--- src/rtl/trig_pkg.sv ---
package trig_pkg;
  // strobes from control to datapath
  typedef struct packed {
    logic liveStb;
    logic clrStb;
  } ctrl_stb_t;

  localparam int SRC_SINGLES = 0;
endpackage

--- src/rtl/trig_dp.sv ---
module trig_dp
  import trig_pkg::*;
#(
  parameter int NSRC = 4,
  parameter int SCW  = 8
) (
  input  logic            clk,
  input  logic            rstN,
  input  logic [NSRC-1:0] srcIn,
  input  logic [NSRC-1:0] enMask,
  input  logic            scaleLoad,
  input  logic [SCW-1:0]  scaleVal,
  input  ctrl_stb_t       stb,
  output logic            rawTrig,
  output logic [NSRC-1:0] trigWord,
  output logic            evtReq
);
  localparam int CW = SCW + 1;

  logic [NSRC-1:0] prevQ, hitQ, rise, qual;
  logic [SCW-1:0]  divQ, cntQ;
  logic            passS;

  assign rise = srcIn & ~prevQ;

  // prescaler decision for the singles edge
  always_comb begin
    passS = 1'b0;
    if (!scaleLoad && rise[SRC_SINGLES])
      passS = (CW'(cntQ) + CW'(1)) >= CW'(divQ);
  end

  for (genvar i = 0; i < NSRC; i++) begin : g_qual
    if (i == SRC_SINGLES) begin : g_scaled
      assign qual[i] = passS & enMask[i];
    end else begin : g_direct
      assign qual[i] = rise[i] & enMask[i];
    end
  end

  always_ff @(posedge clk) begin
    if (!rstN) begin
      prevQ    <= '0;
      hitQ     <= '0;
      divQ     <= SCW'(1);
      cntQ     <= '0;
      trigWord <= '0;
      evtReq   <= 1'b0;
    end else begin
      prevQ <= srcIn;
      hitQ  <= qual;
      if (scaleLoad) begin
        divQ <= scaleVal;
        cntQ <= '0;
      end else if (rise[SRC_SINGLES]) begin
        cntQ <= passS ? '0 : cntQ + SCW'(1);
      end
      if (stb.clrStb) begin
        trigWord <= '0;
        evtReq   <= 1'b0;
      end else if (stb.liveStb) begin
        trigWord <= trigWord | hitQ;
        evtReq   <= 1'b1;
      end
    end
  end

  assign rawTrig = |hitQ;


  edge_single_chk: assert property (@(posedge clk) disable iff (!rstN)
    (hitQ & $past(hitQ)) == '0);

  req_hold_chk: assert property (@(posedge clk) disable iff (!rstN)
    evtReq && !stb.clrStb |=> evtReq);

  clr_zero_chk: assert property (@(posedge clk) disable iff (!rstN)
    stb.clrStb |=> (evtReq == 1'b0) && (trigWord == '0));
endmodule

--- src/rtl/trig_ctrl.sv ---
module trig_ctrl
  import trig_pkg::*;
#(
  parameter int SET_DLY = 2
) (
  input  logic      clk,
  input  logic      rstN,
  input  logic      hostClr,
  input  logic      rawTrig,
  output logic      busy,
  output logic      liveTrig,
  output ctrl_stb_t stb
);
  localparam int PIPE = (SET_DLY > 1) ? SET_DLY - 1 : 0;

  logic setReq;

  if (PIPE == 0) begin : g_direct
    assign setReq = rawTrig;
  end else begin : g_pipe
    logic [PIPE-1:0] dlyQ;
    always_ff @(posedge clk) begin
      if (!rstN || hostClr) dlyQ <= '0;
      else if (PIPE == 1)   dlyQ <= rawTrig;
      else                  dlyQ <= {dlyQ[PIPE-2+(PIPE==1):0], rawTrig};
    end
    assign setReq = dlyQ[PIPE-1];
  end

  always_ff @(posedge clk) begin
    if (!rstN || hostClr) busy <= 1'b0;
    else if (setReq)      busy <= 1'b1;
  end

  assign liveTrig    = rawTrig & ~busy;
  assign stb.liveStb = liveTrig;
  assign stb.clrStb  = hostClr;


  clr_busy_chk: assert property (@(posedge clk) disable iff (!rstN)
    hostClr |=> !busy);

  busy_hold_chk: assert property (@(posedge clk) disable iff (!rstN)
    busy && !hostClr |=> busy);
endmodule

--- src/rtl/trig_sel_busy.sv ---
module trig_sel_busy
  import trig_pkg::*;
#(
  parameter int NSRC    = 4,
  parameter int SCW     = 8,
  parameter int SET_DLY = 2
) (
  input  logic            clk,
  input  logic            rstN,
  input  logic [NSRC-1:0] srcIn,
  input  logic [NSRC-1:0] enMask,
  input  logic            scaleLoad,
  input  logic [SCW-1:0]  scaleVal,
  input  logic            hostClr,
  output logic            rawTrig,
  output logic            liveTrig,
  output logic            busy,
  output logic [NSRC-1:0] trigWord,
  output logic            evtReq
);
  ctrl_stb_t stb;

  trig_dp #(.NSRC(NSRC), .SCW(SCW)) u_dp (
    .clk(clk), .rstN(rstN), .srcIn(srcIn), .enMask(enMask),
    .scaleLoad(scaleLoad), .scaleVal(scaleVal), .stb(stb),
    .rawTrig(rawTrig), .trigWord(trigWord), .evtReq(evtReq)
  );

  trig_ctrl #(.SET_DLY(SET_DLY)) u_ctrl (
    .clk(clk), .rstN(rstN), .hostClr(hostClr), .rawTrig(rawTrig),
    .busy(busy), .liveTrig(liveTrig), .stb(stb)
  );
endmodule

--- config.mk ---
export PLATFORM = sky130hd
export DESIGN_NAME = trig_sel_busy
export DESIGN_NICKNAME = d
export VERILOG_FILES = /design/src/rtl/trig_pkg.sv /design/src/rtl/trig_dp.sv /design/src/rtl/trig_ctrl.sv /design/src/rtl/trig_sel_busy.sv
export SDC_FILE = /design/constraint.sdc
export NUM_CORES = 1
export LEC_CHECK = 0
export BUFFER_PORTS_ARGS = -buffer_cell sky130_fd_sc_hd__buf_4
export CORE_MARGIN = 10
export CORE_UTILIZATION = 46
export DETAILED_ROUTE_END_ITERATION = 6
export PLACE_DENSITY_LB_ADDON = 0.05
export SLEW_MARGIN = 20
export SYNTH_ARGS = -nofsm -noshare
export SYNTH_HDL_FRONTEND = slang
export SYNTH_SLANG_ARGS = --single-unit
--- constraint.sdc ---
create_clock -name clk -period 5.85 [get_ports clk]
set_input_delay 0.8775 -clock clk [delete_from_list [all_inputs] [get_ports clk]]
set_output_delay 0.8775 -clock clk [all_outputs]
set_load 0.02 [all_outputs]
Word level (Yosys, flattened, before mapping). Cells that the tools add are included.

Flip-flop bits (word level): 31. Logic and storage cells: 30. Input bits: 20. Output and inout port bits: 8.

Muxes and demuxes: 2. Magnitude comparators: 1. $add $sub $neg: 2. Bitwise operators: 10. Reductions and logical operators: 7.

Operators by type and width (count): adder 8 x 1 -> 9 bit (second input constant) (1); >= comparator 9 x 8 -> 1 bit (1); adder 8 x 1 -> 8 bit (second input constant) (1); 2-to-1 mux 8 bit (1); bitwise AND 1 bit (5); bitwise AND 4 bit (1); NOT 4 bit (1); bitwise OR 4 bit (1); OR reduction 2 bit (2); OR reduction 4 bit (1); logical NOT 1 bit (2); NOT 1 bit (2); logical AND 1 bit (1); logical OR 1 bit (1); 2-to-1 mux 1 bit (1).

Depth between registers and ports, before layout. Gate-level depths: netlist (run 1).

Depth after elaboration: 5. Gate-level depth with buffers: 11. Depth with buffers taken out: 10.

By module. A second synthesis (run 1) with hierarchy kept.

Cell total of the unflattened synthesis: 139. Area, all modules: 1376.3 µm².

Modules (own cells, without submodules): trig_dp (sequential area each 580.6 µm², area an instance 1287.5 µm², cells an instance 131, times used 1); trig_ctrl (sequential area each 40.0 µm², area an instance 88.8 µm², cells an instance 8, times used 1).

Worst setup path before layout (run 1). Ideal clock, no wire load.

Kind: register to register. From: register u_dp.cntQ[0]. To: register u_dp.cntQ[5]. Clock period less this slack: 2243 ps. Path buffers: 1. Setup time: 117 ps. Path slack: 3607 ps. Required time: 5733 ps. Arrival time: 2126 ps. Stages on the path, launching flop included: 11. Cells stage by stage: dfxtp_1 ha_1 nand3_2 nor2_1 xor2_1 ha_1 nand3_1 a211o_1 and2_4 buf_6 a32o_1.

Longest elaborated chain between the ends: 4. Elaborated cells between the ends (all ways): 5. Those cells by class: add/sub: 2; order compare: 1; mux: 2.

Ends and longest elaborated chain: start: declaration (line trig_dp.sv:21) `logic [SCW-1:0] divQ, cntQ;`; start signal: assignment (line trig_dp.sv:56) `cntQ <= passS ? '0 : cntQ + SCW'(1);`; adder 8 x 1 -> 9 bit (line trig_dp.sv:30) `passS = (CW'(cntQ) + CW'(1)) >= CW'(divQ);`; >= comparator 9 x 8 -> 1 bit (line trig_dp.sv:30); 2-to-1 mux 1 bit (line trig_dp.sv:29) `if (!scaleLoad && rise[SRC_SINGLES])`; 2-to-1 mux 8 bit (*) (line trig_dp.sv:56).

Every way passes the cells marked *; elsewhere a longest branch is shown, timed or not. A chain may end at the register's enable or synchronous reset.

Worst setup path after layout (run 1). Ends and elaborated chain as after synthesis.

==> summary.md, run 1 <==
| Metric | Value |
|---|---|
| Status | finished clean |
| Top cells by count, synth | 31 x dfxtp_1, 15 x nor2_1, 10 x inv_1 |
| Maximum VDD drop | 149 uV |
| Area added between synthesis and finish | 18.6% |
| Initial antenna violation count | 0 |
| TNS Setup | 0 ps |
| Remaining global-route overflow | 0 |
| CP Launch Type | flop |
| Critical path endpoint category | flop |
| Post-CTS Setup Bufs | 0 |
| Synth top area share | 44.2% |
| NumNets Final | 206 |
| Routability cong. | 0.814 |
| Internal power | 0.298 mW |
| WHS | 446 ps |
| Synth Cell Area | 1410 um^2 |
| Critical Path RT | 6130 ps |
| Post-CTS sizing | 0 |
| Post-DRT Antenna Nets | 0 |
| Gr usage total | 11.3% |
| Mapped Nets | 178 |
| Part of the cycle the worst path needs | 42.6% |
| Clock Sinks | 31 |
| Die Y | 75.3 um |
| Cell accounting for the most synthesized area | dfxtp_1 |
| Filler cell count | 271 |
| Final Worst Setup Slack | 3360 ps |
| Clock network power share | 31.6% |
| Pin count of the biggest net entering global routing | 15 |
| Post-synth ARST share | 0% |
| CP Max Fanout | 6 |
| Switching share of power | 24.4% |
| Hold Crit Class | flop to flop |
| Portion of total power attributed to combinational logic | 12.1% |
| H-tree depth | 2 |
| WL/cell | 13.2 um |
| Vias in the first global route | 1091 |
| Drt total wl | 2.76 mm |
| FP Rows | 19 |
| Yosys cell types | 32 |
| Clock period minus worst slack | 2490 ps |
| Core area | 2830 um^2 |
| Via Count | 1072 |
| Type of the worst setup path | flop to flop |
| Power per cell area | 236 nW/um^2 |
| Final Total Pwr | 0.394 mW |
| Leak pwr | 0.750 nW |
| Synth area leaders | dfxtp_1 44%, ha_1 8.0%, mux2i_1 5.7% |
| DR vias/cell | 5.15 |
| Clk pin slew, worst setup/hold paths | 90 ps |
| Max cap viols | 0 |
| Inserted Diodes | 0 |
| Area post-placement | 1610 um^2 |
| Ys Warns | 0 |
| WP data arrival | 2770 ps |
| Actual slew at the worst max-slew pin | 540 ps |
| Initial DRC count | 91 |
| Most frequent cell after synthesis | dfxtp_1 |
| Post-route cell area | 1670 um^2 |
| First-pass GRT wire length | 4.84 mm |
| Starting Density | 49.7% |
| Avg Synthesized Cell Area | 9.43 um^2 |
| Sw Pwr | 0.0963 mW |
| Clock Latency Late Sink | 330 ps |
| Mapped Cells | 149 |
| Pins over their slew limit | 0 |
| Hpwl dp | 2.19 mm |
| Finish-stage setup viols | 0 |
| Number of synthesized flops with an enable pin | 0 |
| Final hold vios | 0 |
| First-pass iteration count of the detailed router | 4 |
| Seq/Total Area, Yosys | 44.2% |
| Final worst clock skew | 3.68 ps |
| DP Worst Slack | 3360 ps |
| CTS Buf Count | 5 |
| Die area | 5670 um^2 |
| Root buffer cell | clkbuf_4 |
| Rel. slew slack | 63.7% |
| Clock Path Buffers | 2 |
| DRC | 0 |
| Most common flop cell mapped by yosys | dfxtp_1 |
| Seq pwr share | 56.3% |
| RSZ-0062 raised after global routing | false |
| Buffers on Ports | 27 |
| Io pins | 28 |
| CTS tree | done |
| Max Freq | 401 MHz |
| Die X | 75.3 um |
| CTS Hold Bufs | 0 |
| Share of cells above drive strength 1 | 21.5% |
| Yosys reg bits | 31 |
-- path summary, 6_finish.rpt --
| path | from | to | slack, ps | cells past startpoint |
|---|---|---|---|---|
| setup / recovery | u_dp.cntQ[0] | u_dp.cntQ[5] | 3360 | 10 |
| hold / removal | u_ctrl.g_pipe.dlyQ | u_ctrl.busy | 450 | 2 |
| setup reg to reg | u_dp.cntQ[0] | u_dp.cntQ[5] | 3360 | 10 |
| hold reg to reg | u_ctrl.g_pipe.dlyQ | u_ctrl.busy | 450 | 2 |
-- layout make-up --
class,count,area (um^2),share of cell area [%]
multi-input combinational,102,711,42.6
tap,31,38.8,2.33
sequential,31,621,37.2
timing repair buffer,27,203,12.2
inverter,10,37.5,2.25
clock inverter,1,5.00,0.300
clock buffer,6,51.3,3.08
-- worst max-delay path: stages, from the launching register on --
cell and delay, ps:
dfxtp_1 430, ha_1 270, nand3_2 160, nor2_1 160, xor2_1 240, ha_1 290, a21oi_1 160, o22ai_2 110
nor3_4 210, and2_4 230, a32o_1 160
-- kinds of logic after synthesis --
family | after synthesis | share of synthesized area, %
xor+xnor | 6 | 3.74
flops | 31 | 44.2
fa+ha+maj | 9 | 8.01
buf+inv | 16 | 5.25
simple gates | 61 | 23.9
compound gates | 18 | 9.26
mux | 8 | 5.70
-- stage by stage --
stage	util, %	cells
2_1_floorplan	-	149
3_3_place_gp	56.9	201
6_report	58.9	208
3_5_place_dp	56.9	201
5_1_grt	58.9	208
4_1_cts	58.9	208
-- power groups by stage --
stage / registers [mW] / logic, mW / clock network [mW]
2_1_floorplan: 0.227 / 0.0303 / 0
3_3_place_gp: 0.227 / 0.0465 / 0
3_5_place_dp: 0.227 / 0.0480 / 0
4_1_cts: 0.222 / 0.0482 / 0.130
5_1_grt: 0.223 / 0.0532 / 0.140
6_report: 0.222 / 0.0477 / 0.125
-- layout by cell type (no fill, tap or decap), drive strengths merged --
cell type | netlist | routed
nor4 | 1 | 1
nor3 | 5 | 5
mux2i | 8 | 8
nor3b | 1 | 1
a211o | 1 | 1
nor2b | 9 | 9
nand4 | 3 | 3
o211ai | 1 | 1
and2 | 5 | 5
buf | 3 | 27
clkinv | 0 | 1
a21oi | 8 | 8
nand2 | 9 | 9
xor2 | 4 | 4
xnor2 | 2 | 2
nor2 | 15 | 15
nand3 | 6 | 6
and3b | 3 | 3
inv | 10 | 10
o22ai | 1 | 1
a31oi | 2 | 2
nand2b | 4 | 4
ha | 9 | 9
dfxtp | 31 | 31
a22o | 1 | 1
clkbuf | 3 | 6
a32o | 4 | 4
-- routing by layer --
| metal | vias up | wire, um | track usage (%) |
|---|---|---|---|
| li1 | 562 | - | - |
| met1 | 476 | 1360 | 14.3 |
| met2 | 27 | 1160 | 16.1 |
| met3 | 7 | 170 | 4.86 |
| met4 | 0 | 60 | 5.57 |
| met5 | - | 0 | 0 |
-- state kept, by name (all words and copies together), names as in the netlist --
name,cells
u_dp.prevQ,4
u_dp.divQ,8
u_dp.cntQ,8
u_ctrl.busy,1
u_dp.hitQ,4
u_dp.trigWord,4
u_ctrl.g_pipe.dlyQ,1
u_dp.evtReq,1
Power figures use the tool's default switching activity.
==> inputs of run 2 (changes only) <==
ABC_AREA = 1   (was unset)
clock period = 2.5 ns   (was 5.85 ns; I/O delays follow)
==> summary.md, run 2 <==
| Metric | Value |
|---|---|
| Status | finished clean |
| Hold Crit Class | input port to flop |
| DR vias/cell | 4.75 |
| Root buffer cell | clkbuf_4 |
| Starting Density | 48.9% |
| Final worst clock skew | 7.33 ps |
| Initial antenna violation count | 0 |
| Share of cells above drive strength 1 | 19.0% |
| Max cap viols | 0 |
| R2R setup slack | 340 ps |
| Clock Sinks | 31 |
| Number of synthesized flops with an enable pin | 0 |
| WHS | 242 ps |
| CP Max Fanout | 9 |
| H-tree depth | 2 |
| Critical path, cell by cell | ha_1 > nand3_2 > xor2_1 > inv_1 > ha_1 > nand2_1 > inv_1 > nand2_1 > nand3_1 > nand2_1 > nand2_1 > nand2_1 > nand2_1 > nand2_4 > nand2_1 > a21oi_1 |
| Inserted Diodes | 0 |
| Avg Synthesized Cell Area | 7.46 um^2 |
| Die X | 74.6 um |
| Slowest Stage Delay on Critical Path | 430 ps |
| Clock Path Buffers | 2 |
| Worst r2r path cells | 16 |
| WP data arrival | 2420 ps |
| CTS tree | done |
| Mapped Nets | 213 |
| First-pass iteration count of the detailed router | 4 |
| RSZ-0062 raised after global routing | false |
| Vias in the first global route | 1213 |
| Worst Hold Depth | 3 |
| Placed cells | 239 |
| Clk pin slew, worst setup/hold paths | 90 ps |
| CTS Hold Bufs | 0 |
| Yosys cell types | 18 |
| Yosys reg bits | 31 |
| Power per cell area | 570 nW/um^2 |
| Synth top area share | 45.2% |
| Part of the cycle the worst path needs | 86.4% |
| Most common flop cell mapped by yosys | dfxtp_1 |
| Hpwl dp | 2.26 mm |
| Remaining global-route overflow | 0 |
| Worst r2r src | u_dp.cntQ[0] |
| Final Total Pwr | 0.953 mW |
| Final hold vios | 0 |
| Final Non-Filler Cells | 247 |
| FP Rows | 19 |
| Critical Path Most Common Cell | nand2_1 |
| Commonest non-fill, non-tap cells in the layout | 43 x nand2_1, 31 x dfxtp_1, 29 x inv_1 |
| Seq/Total Area, Yosys | 45.2% |
| Critical Path RT | 2760 ps |
| Top cells by count, synth | 43 x nand2_1, 31 x dfxtp_1, 29 x inv_1, 23 x nor2_1, 21 x a21oi_1 |
| Capture point of the worst reg-to-reg path | u_dp.cntQ[5] |
| Top flop regs | u_dp.cntQ x8, u_dp.divQ x8 |
| Via Count | 1173 |
| Post-CTS sizing | 0 |
| Worst Hold Path EP | u_dp.prevQ[2] |
| Final Worst Setup Slack | 340 ps |
| DRC | 0 |
| Maximum VDD drop | 336 uV |
| Buffers on Ports | 27 |
| Synth Cell Area | 1370 um^2 |
| Leak pwr | 0.842 nW |
| CP max-delay cell | dfxtp_1 |
| Area added between synthesis and finish | 21.8% |
| Post-DRT Antenna Nets | 0 |
| WL/cell | 11.3 um |
| First-pass GRT wire length | 4.98 mm |
| Clock period minus worst slack | 2160 ps |
| Commonest non-fill, non-tap cell in the layout | nand2_1 |
| Pin count of the biggest net entering global routing | 18 |
| Gr usage total | 11.5% |
| NumNets Final | 244 |
| Synth area leaders | dfxtp_1 45%, nand2_1 12%, ha_1 8.2% |
| Initial DRC count | 23 |
| CTS Buf Count | 5 |
| DP Worst Slack | 345 ps |
| Cell accounting for the most synthesized area | dfxtp_1 |
| HP Start | srcIn[2] |
| Max Freq | 463 MHz |
| Clock Latency Late Sink | 330 ps |
| Core area | 2810 um^2 |
| Rel. slew slack | 69.5% |
| Critical path endpoint category | flop |
| Most frequent cell after synthesis | nand2_1 |
| Actual slew at the worst max-slew pin | 453 ps |
| Post-CTS Setup Bufs | 0 |
| Io pins | 28 |
| Post-synth ARST share | 0% |
| TNS Setup | 0 ps |
| Ys Warns | 0 |
| Type of the worst setup path | flop to flop |
| Finish-stage setup viols | 0 |
| Drt total wl | 2.80 mm |
| Routability cong. | 0.802 |
| Mapped Cells | 184 |
| CP Launch Type | flop |
| Pins over their slew limit | 0 |
| Die area | 5570 um^2 |
| Die Y | 74.6 um |
[run 2: worst max path at each step]
stage	from	endpoint	slack [ps]	depth (start not counted)
global route	u_dp.cntQ[0]	u_dp.cntQ[3]	100	14
finish	u_dp.cntQ[0]	u_dp.cntQ[5]	340	16
global placement	u_dp.cntQ[0]	u_dp.cntQ[4]	450	16
CTS	u_dp.cntQ[0]	u_dp.cntQ[3]	320	16
detailed placement	u_dp.cntQ[0]	u_dp.cntQ[5]	350	16
floorplan	u_dp.cntQ[0]	u_dp.cntQ[0]	570	16
[run 2: critical path, delay by kind of cell, from the launching register on]
family	cells	cell delay [ps]
xor+xnor	1	180
simple gates	10	740
flops	1	430
fa+ha+maj	2	520
compound gates	1	110
buf+inv	2	110
[run 2: final cells by class]
class / count / area, um^2
repair buffers: 27 / 203
inverters: 30 / 113
well taps: 31 / 38.8
flip-flops and latches: 31 / 621
multi-input cells: 120 / 628
clock buffers: 8 / 68.8
fillers: 273 / 1130
[run 2: power breakdown]
part / leakage, nW / total [mW] / internal, mW / switching, mW
Combinational: 0.549 / 0.108 / 0.0476 / 0.0600
Clock: 0.0386 / 0.328 / 0.165 / 0.162
Sequential: 0.254 / 0.518 / 0.511 / 0.00682
[run 2: per-layer routing]
metal	vias up	routed length [um]	GRT usage, %
met1	515	1130	11.3
met4	0	69	6.93
met5	-	0	0
met3	7	179	3.55
li1	629	-	-
met2	22	1420	20.9
[run 2: logic make-up (layout without fill, tap and decap cells)]
logic type / Yosys count / after routing / share of synthesized area (%)
compound gates: 29 / 29 / 10.7
xor+xnor: 5 / 5 / 3.19
fa+ha+maj: 9 / 9 / 8.20
buf+inv: 33 / 65 / 9.02
flops: 31 / 31 / 45.2
simple gates: 77 / 77 / 23.7
[run 2: stage by stage]
step | area, um^2 | util [%]
after floorplan | 1370 | -
after global placement | 1600 | 57.1
after detailed placement | 1600 | 57.1
after CTS | 1670 | 59.6
after global routing | 1670 | 59.6
final | 1670 | 59.6
